--- config.mk ---
export PLATFORM = sky130hd
export DESIGN_NAME = ecc_sue_station
export DESIGN_NICKNAME = d
export VERILOG_FILES = /design/src/rtl/ecc_sue_pkg.sv /design/src/rtl/ecc_sue_enc.sv /design/src/rtl/ecc_sue_dec.sv /design/src/rtl/ecc_sue_fir.sv /design/src/rtl/ecc_sue_station.sv
export SDC_FILE = /design/constraint.sdc
export NUM_CORES = 1
export LEC_CHECK = 0
export CORE_MARGIN = 3
export CORE_UTILIZATION = 53
export DETAILED_ROUTE_END_ITERATION = 16
export DONT_BUFFER_PORTS = 1
export GPL_TIMING_DRIVEN = 0
export PLACE_DENSITY = 0.68
export SLEW_MARGIN = 25
export SYNTH_ARGS = -nofsm -noshare
export SYNTH_HDL_FRONTEND = slang
export SYNTH_SLANG_ARGS = --single-unit
--- constraint.sdc ---
create_clock -name clk -period 13.8 [get_ports clk]
set_input_delay 2.76 -clock clk [delete_from_list [all_inputs] [get_ports clk]]
set_output_delay 2.76 -clock clk [all_outputs]
set_load 0.005 [all_outputs]
--- src/rtl/ecc_sue_pkg.sv ---
package ecc_sue_pkg;

  typedef enum logic [1:0] {
    ST_CLEAN = 2'b00,
    ST_FIXED = 2'b01,
    ST_NEWUE = 2'b10,
    ST_SUE   = 2'b11
  } ecc_stat_e;

  // Hamming check bits: leave at least one unused position so that the
  // all-ones syndrome can mark known-bad data.
  function automatic int hbits(input int dw);
    int p;
    p = 1;
    while ((1 << p) < dw + p + 2) p++;
    return p;
  endfunction

  // Codeword position of data bit idx: the idx-th non-power-of-two from 3 up.
  function automatic int data_pos(input int idx);
    int p;
    int n;
    p = 2;
    n = -1;
    while (n < idx) begin
      p++;
      if ((p & (p - 1)) != 0) n++;
    end
    return p;
  endfunction

endpackage

--- src/rtl/ecc_sue_enc.sv ---
module ecc_sue_enc
  import ecc_sue_pkg::*;
#(
  parameter int DATA_W = 64,
  localparam int P  = hbits(DATA_W),
  localparam int CW = P + 1
) (
  input  logic [DATA_W-1:0] data_i,
  input  logic              poison_i,
  output logic [CW-1:0]     chk_o
);
  // Mask: all Hamming bits set; top bit chosen so the mask has odd weight.
  localparam logic        MASK_TOP = ((P % 2) == 0);
  localparam logic [CW-1:0] MASK   = {MASK_TOP, {P{1'b1}}};

  logic [P-1:0] contrib [DATA_W];
  logic [P-1:0] ham;
  logic         par;

  for (genvar gi = 0; gi < DATA_W; gi++) begin : g_col
    localparam logic [P-1:0] POS_V = P'(data_pos(gi));
    assign contrib[gi] = data_i[gi] ? POS_V : '0;
  end

  always_comb begin
    ham = '0;
    for (int i = 0; i < DATA_W; i++) ham ^= contrib[i];
  end

  assign par   = (^data_i) ^ (^ham);
  assign chk_o = {par, ham} ^ (poison_i ? MASK : '0);

endmodule

--- src/rtl/ecc_sue_dec.sv ---
module ecc_sue_dec
  import ecc_sue_pkg::*;
#(
  parameter int DATA_W = 64,
  localparam int P  = hbits(DATA_W),
  localparam int CW = P + 1
) (
  input  logic [DATA_W-1:0] data_i,
  input  logic [CW-1:0]     chk_i,
  output logic [DATA_W-1:0] data_o,
  output ecc_stat_e         stat_o,
  output logic [CW-1:0]     syn_o
);
  localparam logic [P-1:0] LAST_POS = P'(DATA_W + P);
  localparam logic [P-1:0] SUE_SYN  = {P{1'b1}};

  logic [CW-1:0]     regen;
  logic [P-1:0]      s;
  logic              pm;
  logic [DATA_W-1:0] flip;

  ecc_sue_enc #(.DATA_W(DATA_W)) u_regen (
    .data_i   (data_i),
    .poison_i (1'b0),
    .chk_o    (regen)
  );

  assign s     = regen[P-1:0] ^ chk_i[P-1:0];
  assign pm    = (^data_i) ^ (^chk_i);
  assign syn_o = {pm, s};

  always_comb begin
    if (!pm && s == '0)          stat_o = ST_CLEAN;
    else if (pm && s == SUE_SYN) stat_o = ST_SUE;
    else if (pm && s <= LAST_POS) stat_o = ST_FIXED;
    else                         stat_o = ST_NEWUE;
  end

  for (genvar gi = 0; gi < DATA_W; gi++) begin : g_fix
    localparam logic [P-1:0] POS_V = P'(data_pos(gi));
    assign flip[gi] = (stat_o == ST_FIXED) && (s == POS_V);
  end

  assign data_o = data_i ^ flip;

endmodule

--- src/rtl/ecc_sue_fir.sv ---
module ecc_sue_fir #(
  parameter int SYN_W = 8
) (
  input  logic             clk,
  input  logic             rst_n,
  input  logic             ev_ce,
  input  logic             ev_ue,
  input  logic [SYN_W-1:0] ev_syn,
  input  logic [1:0]       clr,
  output logic             ce,
  output logic             ue,
  output logic [SYN_W-1:0] syn
);
  logic kept_ce, kept_ue, nxt_ce, nxt_ue, first_hit;

  assign kept_ce   = ce & ~clr[0];
  assign kept_ue   = ue & ~clr[1];
  assign nxt_ce    = kept_ce | ev_ce;
  assign nxt_ue    = kept_ue | ev_ue;
  assign first_hit = !kept_ce && !kept_ue && (ev_ce || ev_ue);

  always_ff @(posedge clk) begin
    if (!rst_n) begin
      ce  <= 1'b0;
      ue  <= 1'b0;
      syn <= '0;
    end else begin
      ce <= nxt_ce;
      ue <= nxt_ue;
      if (first_hit)             syn <= ev_syn;
      else if (!nxt_ce && !nxt_ue) syn <= '0;
    end
  end


  syn_held_chk: assert property (@(posedge clk) disable iff (!rst_n)
    ($past(ce || ue) && (ce || ue) && $past(clr) == 2'b00) |-> $stable(syn));


  syn_nonzero_chk: assert property (@(posedge clk) disable iff (!rst_n)
    ((ce || ue) && !$past(ce || ue)) |-> (syn != '0));

endmodule

--- src/rtl/ecc_sue_station.sv ---
module ecc_sue_station
  import ecc_sue_pkg::*;
#(
  parameter int DATA_W = 64,
  localparam int P  = hbits(DATA_W),
  localparam int CW = P + 1
) (
  input  logic              clk,
  input  logic              rst_n,
  input  logic [DATA_W-1:0] wr_data,
  input  logic              wr_poison,
  output logic [CW-1:0]     wr_chk,
  input  logic              rd_valid,
  input  logic [DATA_W-1:0] rd_data,
  input  logic [CW-1:0]     rd_chk,
  output logic              out_valid,
  output logic [DATA_W-1:0] out_data,
  output logic [CW-1:0]     out_chk,
  output logic [1:0]        out_stat,
  input  logic [1:0]        fir_clr,
  output logic              fir_ce,
  output logic              fir_ue,
  output logic [CW-1:0]     fir_syn
);
  logic [DATA_W-1:0] dec_data;
  ecc_stat_e         dec_stat;
  logic [CW-1:0]     dec_syn;
  logic [CW-1:0]     fwd_chk;
  logic              fwd_bad;
  logic              ev_ce, ev_ue;

  ecc_sue_enc #(.DATA_W(DATA_W)) u_wr_enc (
    .data_i   (wr_data),
    .poison_i (wr_poison),
    .chk_o    (wr_chk)
  );

  ecc_sue_dec #(.DATA_W(DATA_W)) u_dec (
    .data_i (rd_data),
    .chk_i  (rd_chk),
    .data_o (dec_data),
    .stat_o (dec_stat),
    .syn_o  (dec_syn)
  );

  // Uncorrectable and known-bad words leave marked for the next level.
  assign fwd_bad = (dec_stat == ST_NEWUE) || (dec_stat == ST_SUE);

  ecc_sue_enc #(.DATA_W(DATA_W)) u_fwd_enc (
    .data_i   (dec_data),
    .poison_i (fwd_bad),
    .chk_o    (fwd_chk)
  );

  assign ev_ce = rd_valid && (dec_stat == ST_FIXED);
  assign ev_ue = rd_valid && (dec_stat == ST_NEWUE);

  always_ff @(posedge clk) begin
    if (!rst_n) begin
      out_valid <= 1'b0;
      out_data  <= '0;
      out_chk   <= '0;
      out_stat  <= ST_CLEAN;
    end else begin
      out_valid <= rd_valid;
      if (rd_valid) begin
        out_data <= dec_data;
        out_chk  <= fwd_chk;
        out_stat <= dec_stat;
      end
    end
  end

  ecc_sue_fir #(.SYN_W(CW)) u_fir (
    .clk    (clk),
    .rst_n  (rst_n),
    .ev_ce  (ev_ce),
    .ev_ue  (ev_ue),
    .ev_syn (dec_syn),
    .clr    (fir_clr),
    .ce     (fir_ce),
    .ue     (fir_ue),
    .syn    (fir_syn)
  );


  ce_rise_chk: assert property (@(posedge clk) disable iff (!rst_n)
    $rose(fir_ce) |-> (out_valid && out_stat == ST_FIXED));


  ue_rise_chk: assert property (@(posedge clk) disable iff (!rst_n)
    $rose(fir_ue) |-> (out_valid && out_stat == ST_NEWUE));


  sue_quiet_chk: assert property (@(posedge clk) disable iff (!rst_n)
    (out_valid && out_stat == ST_SUE && $past(fir_clr) == 2'b00)
      |-> ($stable(fir_ce) && $stable(fir_ue) && $stable(fir_syn)));


  idle_quiet_chk: assert property (@(posedge clk) disable iff (!rst_n)
    (!out_valid && $past(fir_clr) == 2'b00)
      |-> ($stable(fir_ce) && $stable(fir_ue) && $stable(fir_syn)));

endmodule

Yosys cells after proc, flatten, opt, wreduce, memory -nomap -nowiden

Cells that the tools add are included.

Latch bits: 0
Register bits: 85
Output and inout port bits: 93
Word-level logic and storage cells: 564
Memories: 0
Memory bits (writable): 0
Memory bits (read-only): 0
Input bits: 142

Div/mod/pow operators: 0
$lt $le $gt $ge: 1
Equal/unequal tests: 68
$add $sub $neg: 0
$mul: 0
Shift-type cells: 0
Reduce and logical (&&, ||, !) cells: 87
Bitwise logic cells: 202
Mux-type cells: 199

Operators with widths:

| kind                 | number |
|---|---|
| $xor A7 B7 Y7        | 134 |
| $mux W6              | 93 |
| $mux W5              | 45 |
| $eq A7 B6 Y1 const B | 31 |
| $xor A7 B6 Y7        | 31 |
| $reduce_xor A64 Y1   | 3 |
| $mux W7              | 23 |
| $eq A7 B5 Y1 const B | 15 |
| $xor A7 B5 Y7        | 15 |
| $mux W4              | 21 |
| $logic_and A1 B1 Y1  | 72 |
| $xor A64 B64 Y64     | 1 |
| $eq A7 B7 Y1 const B | 8 |
| $eq A7 B4 Y1 const B | 7 |
| $xor A7 B4 Y7        | 7 |
| $mux W3              | 9 |
| $eq A7 B3 Y1 const B | 3 |
| $xor A7 B3 Y7        | 3 |
| $mux W8              | 2 |
| $xor A8 B7 Y8        | 2 |
| $reduce_xor A7 Y1    | 2 |
| $mux W2              | 6 |
| $reduce_xor A8 Y1    | 1 |
| $eq A7 B2 Y1 const B | 1 |
| other kinds (11)     | 22 |

Longest topological paths before layout

Word-level depth: 140
Gate-level depth with buffers: 18
Gate-level depth less buffers: 15

Modules after synthesis

A second synthesis with hierarchy kept.

Cell total of the unflattened synthesis: 924
Area, all modules: 9581.7 µm²

Modules (own cells, without submodules):

| module          | seq. area each (µm²) | cells each | area an instance (µm²) | times used |
|---|---|---|---|---|
| ecc_sue_enc     | 0.0                  | 126        | 1502.7                 | 3 |
| ecc_sue_station | 1501.4               | 246        | 2866.5                 | 1 |
| ecc_sue_dec     | 0.0                  | 258        | 1816.7                 | 1 |
| ecc_sue_fir     | 200.2                | 42         | 390.4                  | 1 |

Worst setup path after synthesis

Ideal clock, no wire load.

Path kind: input to output
Start point: in wr_data[16]
End point: out wr_chk[7]
Stages: 9
Arrival time: 4569 ps
Data required time: 11040 ps
Path buffers: 1
Setup slack: 6471 ps
Cells stage by stage: xor2_1 xnor2_1 xor2_1 xnor3_1 xnor2_1 xnor2_1 xnor2_1 xor2_1 buf_4

Word-level cells in the longest chain between the ends: 52
Elaborated cells between the ends (all ways): 53
Those cells by class: 1 x mux; 50 x bitwise; 2 x reduce/logical

RTL lines:

| item                         | line                  | text |
|---|---|---|
| start: declaration           | ecc_sue_station.sv:10 | `input logic [DATA_W-1:0] wr_data,` |
| $mux W5                      | ecc_sue_enc.sv:22     | `assign contrib[gi] = data_i[gi] ? POS_V : '0;` |
| $xor A7 B7 Y7 (48 in series) | ecc_sue_enc.sv:27     | `for (int i = 0; i < DATA_W; i++) ham ^= contrib[i];` |
| $reduce_xor A7 Y1            | ecc_sue_enc.sv:30     | `assign par = (^data_i) ^ (^ham);` |
| $xor A1 B1 Y1 (*)            | ecc_sue_enc.sv:30     |  |
| via u_wr_enc.par             | ecc_sue_enc.sv:18     | `logic par;` |
| $xor A8 B7 Y8 (*)            | ecc_sue_enc.sv:31     | `assign chk_o = {par, ham} ^ (poison_i ? MASK : '0);` |
| end: declaration             | ecc_sue_station.sv:12 | `output logic [CW-1:0] wr_chk,` |

Mark *: on every way through the listed nets, which the timed path passes. The rest lies on a longest branch.

Final worst setup path

Start point: in rd_data[56]
End point: reg out_chk[7]

Word-level cells in the longest chain between the ends: 85
Elaborated cells between the ends (all ways): 283
Those cells by class: 1 x order compare; 66 x eq/ne; 68 x mux; 76 x bitwise; 72 x reduce/logical

RTL lines:

| item                               | line                  | text |
|---|---|---|
| start: declaration                 | ecc_sue_station.sv:14 | `input logic [DATA_W-1:0] rd_data,` |
| $mux W6                            | ecc_sue_enc.sv:22     |  |
| $xor A7 B6 Y7                      | ecc_sue_enc.sv:27     |  |
| $xor A7 B7 Y7 (7 in series)        | ecc_sue_enc.sv:27     |  |
| $xor A7 B7 Y7                      | ecc_sue_dec.sv:28     | `assign s = regen[P-1:0] ^ chk_i[P-1:0];` |
| $le A7 B7 Y1                       | ecc_sue_dec.sv:35     | `else if (pm && s <= LAST_POS) stat_o = ST_FIXED;` |
| $logic_and A1 B1 Y1                | ecc_sue_dec.sv:35     |  |
| $mux W2                            | ecc_sue_dec.sv:35     |  |
| $mux W2                            | ecc_sue_dec.sv:34     | `else if (pm && s == SUE_SYN) stat_o = ST_SUE;` |
| $mux W2                            | ecc_sue_dec.sv:33     | `if (!pm && s == '0) stat_o = ST_CLEAN;` |
| $eq A2 B1 Y1                       | ecc_sue_dec.sv:41     | `assign flip[gi] = (stat_o == ST_FIXED) && (s == POS_V);` |
| $logic_and A1 B1 Y1                | ecc_sue_dec.sv:41     |  |
| $xor A64 B64 Y64 (*)               | ecc_sue_dec.sv:44     | `assign data_o = data_i ^ flip;` |
| $mux W2 or $mux W3 (tied branches) | ecc_sue_enc.sv:22     |  |
| $xor A7 B7 Y7 (63 in series)       | ecc_sue_enc.sv:27     |  |
| $reduce_xor A7 Y1                  | ecc_sue_enc.sv:30     |  |
| $xor A1 B1 Y1 (*)                  | ecc_sue_enc.sv:30     |  |
| $xor A8 B7 Y8 (*)                  | ecc_sue_enc.sv:31     |  |
| end signal: assignment             | ecc_sue_station.sv:68 | `out_chk <= fwd_chk;` |
| end: declaration                   | ecc_sue_station.sv:18 | `output logic [CW-1:0] out_chk,` |

Every way passes the cells marked *; elsewhere a longest branch is shown, timed or not.
A chain may end at the register's enable or synchronous reset.

==> impl_metrics.yaml <==
status:
  status: "finished clean"
sta:
  hold_viol_final: 0
  fmax_ghz: 0.125
  worst_slew_pin_slew_ps: 1020
  drv_slew: 0
  min_period_over_period: 0.581
  slew_headroom: 0.319
  finClkSkew_ps: 1.02
  post-route-min-period_ps: 8010
  setup_viol: 0
  tns_ps: 0
  rsz0062_at_grt: "false"
  worst_slack_ps: 5790
synth:
  netlist_top_cells_area: "xnor2_1 (29%), dfxtp_1 (19%), o211a_1 (7.8%)"
  synth_area_mm2: 0.00887
  synth_seq_cells: 85
  yosysWarnings: 0
  syn_nets: 1102
  synth_top_area_frac: 0.291
  ys_async_sr_fraction: 0
  synthDistinctLibCells: 57
  synthCells: 960
  post-synth-top-area-cell: "xnor2_1"
  synth_flop_cell: "dfxtp_1"
  ys_seq_area_frac: 0.192
  synth-edff-count: 0
  avgSynthCellArea_um2: 9.24
finish:
  diodes: 0
  area_delta_synth_final_pct: 6.75
  drive_gt1_frac: 0.0645
  nets: 1113
  final_cell_mix: "xnor2_1 (295), dfxtp_1 (85), nand2_1 (75)"
  layout_commonest_cell: "xnor2_1"
cts:
  h-tree-depth: 3
  cts.repair.resized: 0
  cts_made_buffers: 9
  cts-root-buf: "clkbuf_16"
  clk_pin_slew_ps: 60
  clock_latency_ps: 350
  cts_tree: "done"
  cts_sinks: 85
  cts_setup_buffers: 0
  cts.path.max_buffers: 2
  ctsHoldBuffers: 0
run:
  drv_cap: 0
setup_path:
  worstSetupPathType: "in -> reg"
  startpoint_type: "input pin"
  cp_cell_sequence: "clkbuf_1 > xnor3_1 > xor2_1 > xor2_1 > xnor2_2 > xor2_1 > clkbuf_1 > nand4_1 > nor3_1 > xor2_1 > xnor2_1 > xor2_1 > xor2_1 > xnor3_1 > xnor3_2 > xor2_1 > a21oi_1"
  critical_path_arrival_ps: 8300
  crit_top_cell: "xor2_1"
  cp.buffers_inverters: 2
  cpPeakStageDelay_ps: 720
  critPathSlowestCell: "nand4_1"
  cp_max_fo: 10
  cpLargestDelayFamily: "XOR/XNOR gates"
  reg2reg_depth: 5
  critical_path_required_ps: 14090
  crit_path_end_kind: "register"
  cp_num_cells: 17
floorplanning:
  die_height_um: 135
  die-area_mm2: 0.0183
  rows: 46
  core_area_mm2: 0.0161
  start_util: 0.550
  fp.dieW_um: 135
  ioPinCount: 235
detailed_routing:
  drt_iter0_markers: 743
  drc: 0
  vias: 7127
  viasPerCell: 5.98
  avgRoutedWirePerCell_um: 24.3
  dr.pass1.iters: 5
  wl_um: 29000
  ant_nets: 0
global_route:
  grt_pass1_wl_um: 41900
  grtUsageTotal: 0.307
  grt_pass1_vias: 6990
  grt_max_degree: 14
  grt-ovfl-total: 0
  antenna_found_initial: 0
power_and_ir_drop:
  p_leak_nw: 3.86
  power_density_mw_per_mm2: 361
  peakVddDrop_mv: 0.475
placed_design:
  place.gp.congestion: 1.01
  dp_hpwl_um: 23300
  dp_slack_ps: 5740
  port_buffers: 0
worst_hold_path:
  hold_class: "reg -> reg"
  hold-path-cell-count: 1
[synthesized netlist by cell type, types with 2 or more instances]
library cell and instances:
nor2_1 57, nor2b_1 11, xnor2_1 295, buf_1 8, and2_1 5, buf_2 13, o32ai_1 3, o21ai_0 30
dfxtp_1 85, or3_1 24, nor3_1 10, xnor3_1 30, a21oi_1 13, nor4_1 3, nor3b_1 2, clkbuf_1 33
or2_2 2, nand2b_1 5, mux2i_1 9, a22oi_1 8, nand2_1 75, nand3_1 33, xor3_1 11, xnor3_2 5
o211a_1 69, xnor2_2 8, a21boi_0 2, o21ai_2 2, a31oi_1 3, xor2_1 66, or2_1 2, nand4_1 7
xnor2_4 2, inv_1 2, o31ai_1 2, xor2_2 4
[state kept, by name, summed over array words and instances (netlist names)]
signal,count
out_stat,2
u_fir.ce,1
u_fir.ue,1
out_data,64
u_fir.syn,8
out_chk,8
out_valid,1
[kinds of logic after synthesis]
| logic type | share of synthesized area |
|---|---|
| AO/OA/AOI/OAI | 0.127 |
| buffers and inverters | 0.0282 |
| XOR/XNOR | 0.507 |
| AND/OR/NAND/NOR | 0.133 |
| flip-flops | 0.192 |
| multiplexers | 0.0131 |
[power breakdown]
group / switching, W / internal, W / total, W
sequential: 0.0000278 / 0.000287 / 0.000315
clock: 0.000100 / 0.000169 / 0.000269
combinational: 0.00157 / 0.00126 / 0.00283
[per-stage QoR]
stage          hold WS, ps   util  total power [W]  area [µm²]  instances
2_1_floorplan          477      -          0.00253        8870        960
3_3_place_gp           490  0.567          0.00308        9140       1176
3_5_place_dp           498  0.567          0.00309        9140       1176
4_1_cts                513  0.587          0.00338        9460       1192
5_1_grt                525  0.587          0.00362        9460       1192
6_report               507  0.587          0.00342        9460       1192
[final timing paths]
kind	startpoint	end	slack, ps
worst max-delay path	rd_data[56]	out_chk[7]$_SDFFE_PN0P_	5790
worst max register to register	u_fir.ue$_SDFF_PN0_	u_fir.syn[2]$_SDFFE_PN0P_	12290
worst min-delay path	out_data[41]$_SDFFE_PN0P_	out_data[41]$_SDFFE_PN0P_	510
worst min register to register	out_data[41]$_SDFFE_PN0P_	out_data[41]$_SDFFE_PN0P_	510
[cell type report]
class	count	area [µm²]
tap	216	270
multi-input combinational	816	6910
fill	1501	6650
clock buffer	13	260
buffer	57	243
inverter	2	7.51
sequential	85	1700
clock inverter	3	67.6
[routing by layer]
metal / up-vias / global-route usage / wire length [µm]
li1: 3278 / - / -
met4: 0 / 0.0885 / 826
met1: 3366 / 0.395 / 11300
met5: - / 0 / 0
met3: 58 / 0.122 / 3910
met2: 425 / 0.480 / 12900
Note: power is estimated with default switching activity, not from simulation.
